**src/rtl/spi_cmd_framer_pkg.sv**
```systemverilog
package spi_cmd_framer_pkg;

   typedef enum logic [1:0] {
      KIND_POLL  = 2'd0,
      KIND_SRST  = 2'd1,
      KIND_READ  = 2'd2,
      KIND_WRITE = 2'd3
   } cmd_kind_e;

   localparam int          ADDR_W     = 5;
   localparam logic [15:0] OP_POLL    = 16'h0000;
   localparam logic [15:0] OP_SRST    = 16'h0011;
   localparam logic [3:0]  OP_READ_HI = 4'hA;
   localparam logic [3:0]  OP_WRITE_HI = 4'h6;
   localparam int          WORD_BYTES = 3;

   // one byte of CRC-16, MSB first, non-reflected
   function automatic logic [15:0] crc_step(input logic [15:0] c_in,
                                             input logic [7:0]  b,
                                             input logic [15:0] poly);
      logic [15:0] c;
      c = c_in ^ {b, 8'h00};
      for (int k = 0; k < 8; k++) begin
         c = c[15] ? ((c << 1) ^ poly) : (c << 1);
      end
      return c;
   endfunction

endpackage

```
**src/rtl/xfr_cmd_encode.sv**
```systemverilog
module xfr_cmd_encode
   import spi_cmd_framer_pkg::*;
(
   input  cmd_kind_e          kind,
   input  logic [ADDR_W-1:0]  addr,
   output logic [15:0]        cmd
);
   always_comb begin
      unique case (kind)
         KIND_POLL:  cmd = OP_POLL;
         KIND_SRST:  cmd = OP_SRST;
         KIND_READ:  cmd = {OP_READ_HI, addr, 7'd0};
         KIND_WRITE: cmd = {OP_WRITE_HI, addr, 7'd0};
         default:    cmd = OP_POLL;
      endcase
   end
endmodule

```
**src/rtl/xfr_crc16.sv**
```systemverilog
module xfr_crc16
   import spi_cmd_framer_pkg::*;
#(
   parameter logic [15:0] POLY   = 16'h1021,
   parameter logic [15:0] SEED   = 16'hFFFF,
   parameter int          NBYTES = 6
) (
   input  logic [8*NBYTES-1:0] msg,
   input  logic                full_len,
   output logic [15:0]         crc
);
   localparam int SHORT_LEN = NBYTES / 2;

   logic [15:0] stage [NBYTES+1];

   assign stage[0] = SEED;

   for (genvar b = 0; b < NBYTES; b++) begin : g_byte
      assign stage[b+1] = crc_step(stage[b], msg[8*(NBYTES-b)-1 -: 8], POLY);
   end

   assign crc = full_len ? stage[NBYTES] : stage[SHORT_LEN];
endmodule

```
**src/rtl/xfr_byte_seq.sv**
```systemverilog
module xfr_byte_seq #(
   parameter int NUM_WORDS = 6,
   localparam int WIDX_W   = $clog2(NUM_WORDS)
) (
   input  logic              clk,
   input  logic              rst_n,
   input  logic              start,
   input  logic              take,
   output logic              busy,
   output logic [WIDX_W-1:0] word_idx,
   output logic [1:0]        byte_pos,
   output logic              done
);
   localparam logic [WIDX_W-1:0] LAST_WORD = WIDX_W'(NUM_WORDS - 1);

   always_ff @(posedge clk or negedge rst_n) begin
      if (!rst_n) begin
         busy     <= 1'b0;
         word_idx <= '0;
         byte_pos <= 2'd0;
         done     <= 1'b0;
      end else begin
         done <= 1'b0;
         if (start && !busy) begin
            busy     <= 1'b1;
            word_idx <= '0;
            byte_pos <= 2'd0;
         end else if (busy && take) begin
            if (byte_pos == 2'd2) begin
               byte_pos <= 2'd0;
               if (word_idx == LAST_WORD) begin
                  busy <= 1'b0;
                  done <= 1'b1;
               end else begin
                  word_idx <= word_idx + 1'b1;
               end
            end else begin
               byte_pos <= byte_pos + 2'd1;
            end
         end
      end
   end
endmodule

```
**src/rtl/spi_cmd_framer.sv**
```systemverilog
module spi_cmd_framer
   import spi_cmd_framer_pkg::*;
#(
   parameter int          NUM_CH   = 4,
   parameter logic [15:0] CRC_POLY = 16'h1021,
   parameter logic [15:0] CRC_SEED = 16'hFFFF
) (
   input  logic        clk,
   input  logic        rst_n,
   input  logic        req_valid,
   output logic        req_ready,
   input  logic [1:0]  req_kind,
   input  logic [4:0]  req_addr,
   input  logic [15:0] req_data,
   output logic        byte_valid,
   input  logic        byte_ready,
   output logic [7:0]  byte_data,
   output logic        frame_done
);
   localparam int FRAME_WORDS = NUM_CH + 2;
   localparam int WIDX_W      = $clog2(FRAME_WORDS);

   if (NUM_CH < 1 || NUM_CH > 32) begin : g_bad_nch
      $error("spi_cmd_framer: NUM_CH must lie in 1..32");
   end

   cmd_kind_e         kind;
   logic [15:0]       cmd;
   logic [15:0]       crc;
   logic              is_write;
   logic              accept;
   logic              busy;
   logic [WIDX_W-1:0] word_idx;
   logic [1:0]        byte_pos;
   logic [15:0]       w0_q, w1_q, w2_q;
   logic [15:0]       cur_word;

   assign kind     = cmd_kind_e'(req_kind);
   assign is_write = (kind == KIND_WRITE);
   assign accept   = req_valid && !busy;

   xfr_cmd_encode u_enc (
      .kind (kind),
      .addr (req_addr),
      .cmd  (cmd)
   );

   xfr_crc16 #(
      .POLY   (CRC_POLY),
      .SEED   (CRC_SEED),
      .NBYTES (2 * WORD_BYTES)
   ) u_crc (
      .msg      ({cmd, 8'h00, req_data, 8'h00}),
      .full_len (is_write),
      .crc      (crc)
   );

   xfr_byte_seq #(
      .NUM_WORDS (FRAME_WORDS)
   ) u_seq (
      .clk      (clk),
      .rst_n    (rst_n),
      .start    (accept),
      .take     (byte_ready),
      .busy     (busy),
      .word_idx (word_idx),
      .byte_pos (byte_pos),
      .done     (frame_done)
   );

   // payload words captured once per accepted request
   always_ff @(posedge clk or negedge rst_n) begin
      if (!rst_n) begin
         w0_q <= '0;
         w1_q <= '0;
         w2_q <= '0;
      end else if (accept) begin
         w0_q <= cmd;
         w1_q <= is_write ? req_data : crc;
         w2_q <= is_write ? crc : 16'h0000;
      end
   end

   always_comb begin
      if (word_idx == WIDX_W'(0))      cur_word = w0_q;
      else if (word_idx == WIDX_W'(1)) cur_word = w1_q;
      else if (word_idx == WIDX_W'(2)) cur_word = w2_q;
      else                             cur_word = 16'h0000;
   end

   always_comb begin
      unique case (byte_pos)
         2'd0:    byte_data = cur_word[15:8];
         2'd1:    byte_data = cur_word[7:0];
         default: byte_data = 8'h00;
      endcase
   end

   assign req_ready  = !busy;
   assign byte_valid = busy;
endmodule

```
**config.mk**
```make
export PLATFORM = sky130hd
export DESIGN_NAME = spi_cmd_framer
export DESIGN_NICKNAME = d
export VERILOG_FILES = /design/src/rtl/spi_cmd_framer_pkg.sv /design/src/rtl/xfr_cmd_encode.sv /design/src/rtl/xfr_crc16.sv /design/src/rtl/xfr_byte_seq.sv /design/src/rtl/spi_cmd_framer.sv
export SDC_FILE = /design/constraint.sdc
export NUM_CORES = 1
export LEC_CHECK = 0
export ABC_AREA = 1
export BUFFER_PORTS_ARGS = -buffer_cell sky130_fd_sc_hd__buf_2
export CORE_MARGIN = 2
export CORE_UTILIZATION = 60
export DETAILED_ROUTE_END_ITERATION = 16
export GPL_TIMING_DRIVEN = 0
export PLACE_DENSITY = 0.81
export SYNTH_ARGS = -nofsm -noshare
export SYNTH_HDL_FRONTEND = slang
export SYNTH_SLANG_ARGS = --single-unit
```
**constraint.sdc**
```tcl
create_clock -name clk -period 4.1 [get_ports clk]
set_clock_uncertainty 0.2 [all_clocks]
set_input_delay 0.615 -clock clk [delete_from_list [all_inputs] [get_ports clk]]
set_output_delay 0.615 -clock clk [all_outputs]
set_load 0.1 [all_outputs]
```
======== Word-level counts from Yosys, hierarchy flattened ========
Cells that the tools add are included.
Widths: inputs -> output; s select.
word-level totals
  register bits ........................... 55
  input bits .............................. 27
  output and inout port bits .............. 11
  logic and storage cells ................. 153
operators by class
  add/subtract/negate cells ............... 2
  equality and inequality tests ........... 9
  muxes and demuxes ....................... 71
  bitwise logic cells ..................... 52
  reduce and logical (&&, ||, !) cells .... 12
operators with widths
  cell                 number
  $mux 13              48
  $not 3->3            48
  $mux 16              6
  $pmux 16 s4          1
  $xor 16x16->16       3
  $not 16->16          1
  $pmux 8 s2           1
  $mux 3               4
  $mux 1               8
  $eq 2x2->1 const B   3
  $mux 2               3
  $reduce_and 3->1     2
  $reduce_bool 2->1    3
  $eq 2x1->1 const B   2
  $logic_not 2->1      2
  $add 3x1->3 const B  1
  $eq 3x1->1 const B   1
  $eq 3x2->1 const B   1
  $eq 3x3->1 const B   1
  $logic_and 1x1->1    3
  $logic_not 3->1      1
  $add 2x1->2 const B  1
  $ne 2x1->1 const B   1
  $logic_not 1->1      1

======== Longest topological paths before layout ========
  depth after elaboration ................. 104
  mapped depth ............................ 27
  mapped depth without buffers ............ 26

======== Modules after synthesis ========
From an unflattened synthesis, not the netlist that was laid out.
unflattened totals
  cell total of the unflattened synthesis .. 982
  area, all modules ....................... 6092.1 um2
by module, submodules not included
  module          times used  cells an instance  area an instance (um2)  sequential area each (um2)
  xfr_crc16       1           563                2950.3                  0.0
  spi_cmd_framer  1           347                2625.0                  1201.2
  xfr_byte_seq    1           46                 382.9                   175.2
  xfr_cmd_encode  1           26                 133.9                   0.0

======== Least setup slack after synthesis ========
OpenSTA, ideal clock, no wires.
  kind .................................... flip-flop to output port
  start ................................... register u_seq.word_idx[1]
  end ..................................... output port byte_data[2]
  arrival time ............................ 3.457 ns
  required time ........................... 3.285 ns
  path slack .............................. -0.172 ns
  stages on the path, launching flop included .. 9
  path through ............................ dfrtp_1 > inv_1 > ha_1 > clkbuf_1 > clkbuf_1 > nand3_1 > o211ai_1 > nand2_1 > o21ai_0
on the way
  cells in the longest elaborated chain, start to end .. 5
RTL lines
  what                    RTL line              source
  from (decl)             xfr_byte_seq.sv:10    output logic [WIDX_W-1:0] word_idx,
  from (signal assigned)  xfr_byte_seq.sv:35    word_idx <= word_idx + 1'b1;
  $eq 3x2->1              spi_cmd_framer.sv:87  else if (word_idx == WIDX_W'(2)) cur_word = w2_q;
  $mux 16                 spi_cmd_framer.sv:87
  $mux 16                 spi_cmd_framer.sv:86  else if (word_idx == WIDX_W'(1)) cur_word = w1_q;
  $mux 16 *               spi_cmd_framer.sv:85  if (word_idx == WIDX_W'(0)) cur_word = w0_q;
  $pmux 8 s2 *            spi_cmd_framer.sv:92  unique case (byte_pos)
  to (decl)               spi_cmd_framer.sv:17  output logic [7:0] byte_data,
Mark *: on every way between the ends. The rest lies on a longest branch, timed or not.

======== Worst setup path in the final report ========
  start ................................... register u_seq.word_idx[0]
  end ..................................... output port byte_data[3]
The elaborated chain is that of the path after synthesis.

==> impl_metrics.csv <==
group,metric,value,unit
outcome,status,"finished, final reports clean",
die,fp.dieW,85.5,um
die,core,0.00639,mm2
cells_and_area,finalNonFillerCells,716,
sta,clock.fmax,291,MHz
sta,finalCritPeriodShare,0.837,
cells_and_area,final_common_cell,"nand2_1",
routing,drtIter0Drc,238,
grt,first_global_vias,3893,
routing,routed_wl,11500,um
pwr,power.density,617,mW/mm2
die,ioPinCount,38,
cts,numCtsBuffers,5,
cells_and_area,synthToLayoutAreaGrowth,9.99,%
job,max_cap_viol_count,0,
sta,finalHoldViolCount,0,
sta,max_slew_margin,0.315,
die,die-area,0.00731,mm2
cts,cts_resized,0,
logic_synthesis,yosys.area.top_type,"dfrtp_1",
routing,wl_met1,5100,um
cts,cts_num_sinks,48,
grt,grt_max_degree,49,
routing,avgRoutedWirePerCell,16.0,um
grt,grt_usage,0.329,
pwr,p_leak,2.30,nW
place,dp.cells,708,
cts,clk_pin_slew,0.09,ns
cts,worstSkewPairLatency,0.30,ns
cells_and_area,drive_gt1_frac,0.171,
logic_synthesis,syn_avg_cell_area,6.70,um2
cells_and_area,final_nets,669,
routing,ant_nets,0,
sta,fin_crit,3.43,ns
cts,h-tree-depth,2,
routing,top_layer,"met4",
logic_synthesis,synth_top_area_frac,0.302,
setup_path,crit_fanout,10,
sta,rsz0062_at_grt,"false",
cts,cts_root_buffer,"clkbuf_8",
cts,cts.path.max_buffers,2,
place,placed_cell_area,0.00426,mm2
logic_synthesis,ys_ff_latch,48,
logic_synthesis,yosysSeqAreaShare,0.302,
routing,dr_wl_met2,5280,um
sta,slew_violations,0,
setup_path,critPathRequiredTime,3.28,ns
cells_and_area,diodes,0,
setup_path,crit_arrival,2.62,ns
cts,cts_tree,"yes",
logic_synthesis,synth_cells,595,
die,start_util,0.624,
routing,route.detailed.drc,0,
sta,tightest_slew,1.03,ns
logic_synthesis,synth_cell_types,36,
routing,dr.pass1.iters,5,
cells_and_area,design_area,0.00438,mm2
place,routabilityCongestion,0.907,
grt,antenna_found_initial,0,
cells_and_area,layout_common_cells,"169 x nand2_1, 113 x nand3_1, 63 x inv_1, 48 x dfrtp_1, 36 x buf_2",
cts,postCtsSetupBuffers,0,
die,die_y,85.5,um
place,hpwlAfterDp,9240,um
pwr,ir_worst_vdd,0.000589,V
hold_path,min_path_type,"input port to asynchronous set/reset pin",
logic_synthesis,ys_warn_count,0,
setup_path,worstSetupStartpointType,"flop",
place,place.port_buffers,36,
grt,grt_pass1_wl,19000,um
sta,whs,0.279,ns
cells_and_area,fillers,593,
pwr,p_total,2.70,mW
cts,hold_buffers,0,
logic_synthesis,synth_nets,626,
routing,vias_per_cell,5.89,
logic_synthesis,ys_top_cells_by_area,"dfrtp_1 30%, nand2_1 16%, nand3_1 14%",
routing,vias,4215,
grt,grt_overflow,0,
logic_synthesis,syn_area,0.00398,mm2
setup_path,worstSetupEndpointType,"primary output",
sta,fin_setup_tns,0,ns
sta,setup_viol,0,
routing,wl_met3,803,um
die,num_rows,29,
setup_path,crit_type,"flop to primary output",
## worst max-delay path, cell delays in order (launching register included)
cell	delay, ns
dfrtp_1	0.38
inv_1	0.10
ha_1	0.21
nand2_1	0.21
clkinv_1	0.32
nor2_1	0.44
nand2_1	0.11
o21ai_1	0.09
buf_2	0.44
## flip-flops by register name, summed over array words and instances (netlist names)
| register | cells |
|---|---|
| u_seq.busy | 1 |
| u_seq.byte_pos | 2 |
| u_seq.done | 1 |
| u_seq.word_idx | 3 |
| w0_q | 9 |
| w1_q | 16 |
| w2_q | 16 |
## worst paths after layout
kind,startpoint,to,slack [ns],cells after the start
worst min register to register,w2_q[5]$_DFFE_PN0P_,w2_q[5]$_DFFE_PN0P_,0.30,2
min in group clk,w2_q[5]$_DFFE_PN0P_,w2_q[5]$_DFFE_PN0P_,0.30,2
worst max register to register,u_seq.busy$_DFFE_PN0P_,w1_q[15]$_DFFE_PN0P_,1.77,6
max in group asynchronous,rst_n,w0_q[14]$_DFFE_PN0P_,2.78,1
worst min-delay path,rst_n,u_seq.busy$_DFFE_PN0P_,0.28,1
worst max-delay path,u_seq.word_idx[0]$_DFFE_PN0P_,byte_data[3],0.67,8
## power breakdown
part | switching [mW] | leakage, nW | total (mW) | internal (mW)
combinational | 1.09 | 1.64 | 1.53 | 0.443
sequential | 0.136 | 0.607 | 0.811 | 0.675
clock | 0.165 | 0.0614 | 0.365 | 0.200
## logic make-up (layout without fill, tap and decap cells)
group	Yosys count	in the layout	share of synthesized area
adders and majority gates	4	4	0.0126
xor gates and xnor gates	23	23	0.0543
muxes	2	2	0.00817
DFF	48	48	0.302
buffers and inverters	92	136	0.0911
AOI/OAI and AO/OA	72	72	0.108
and+or+nand+nor	354	354	0.425
## metrics by stage
stage	utilization	worst slack (ns)
2_1_floorplan	-	0.0204
3_3_place_gp	0.667	0.749
3_5_place_dp	0.667	0.676
4_1_cts	0.686	0.694
5_1_grt	0.686	0.374
6_report	0.686	0.668
## layout make-up
class                      instances  area (um2)  area share
multi-input combinational        455        2420       0.552
timing repair buffer              36         180      0.0411
clock buffer                       6        82.6      0.0188
buffer                            16        75.1      0.0171
clock inverter                     2        38.8     0.00885
tap                               77        96.3      0.0220
inverter                          76         288      0.0657
sequential                        48        1200       0.274
## routing by layer
metal / track usage / vias to the layer above
li1: - / 2053
met1: 0.475 / 1953
met2: 0.531 / 185
met3: 0.0243 / 24
met4: 0.0967 / 0
met5: 0 / -
## cells in the mapped netlist
cell type and n:
a21oi_1 15, o21ai_1 5, inv_2 9, nand3_4 1
xor2_2 1, xnor2_1 7, xnor2_2 1, nor3_1 1
buf_1 1, nor2_1 14, nand3b_1 3, xor2_1 14
nand2_2 31, inv_1 63, o221ai_1 11, o211ai_1 4
nor2_2 2, ha_1 4, nand4_1 4, nand3_1 113
o22ai_1 4, buf_6 2, clkinv_1 3, nand3_2 10
dfrtp_1 48, mux2i_4 1, mux2i_1 1, clkbuf_1 13
or2_1 1, o21ai_0 29, a221oi_1 1, inv_4 1
nand2_4 5, a22oi_1 2, nand2_1 169, o21ai_2 1
Note: power is estimated with default switching activity, not from simulation.
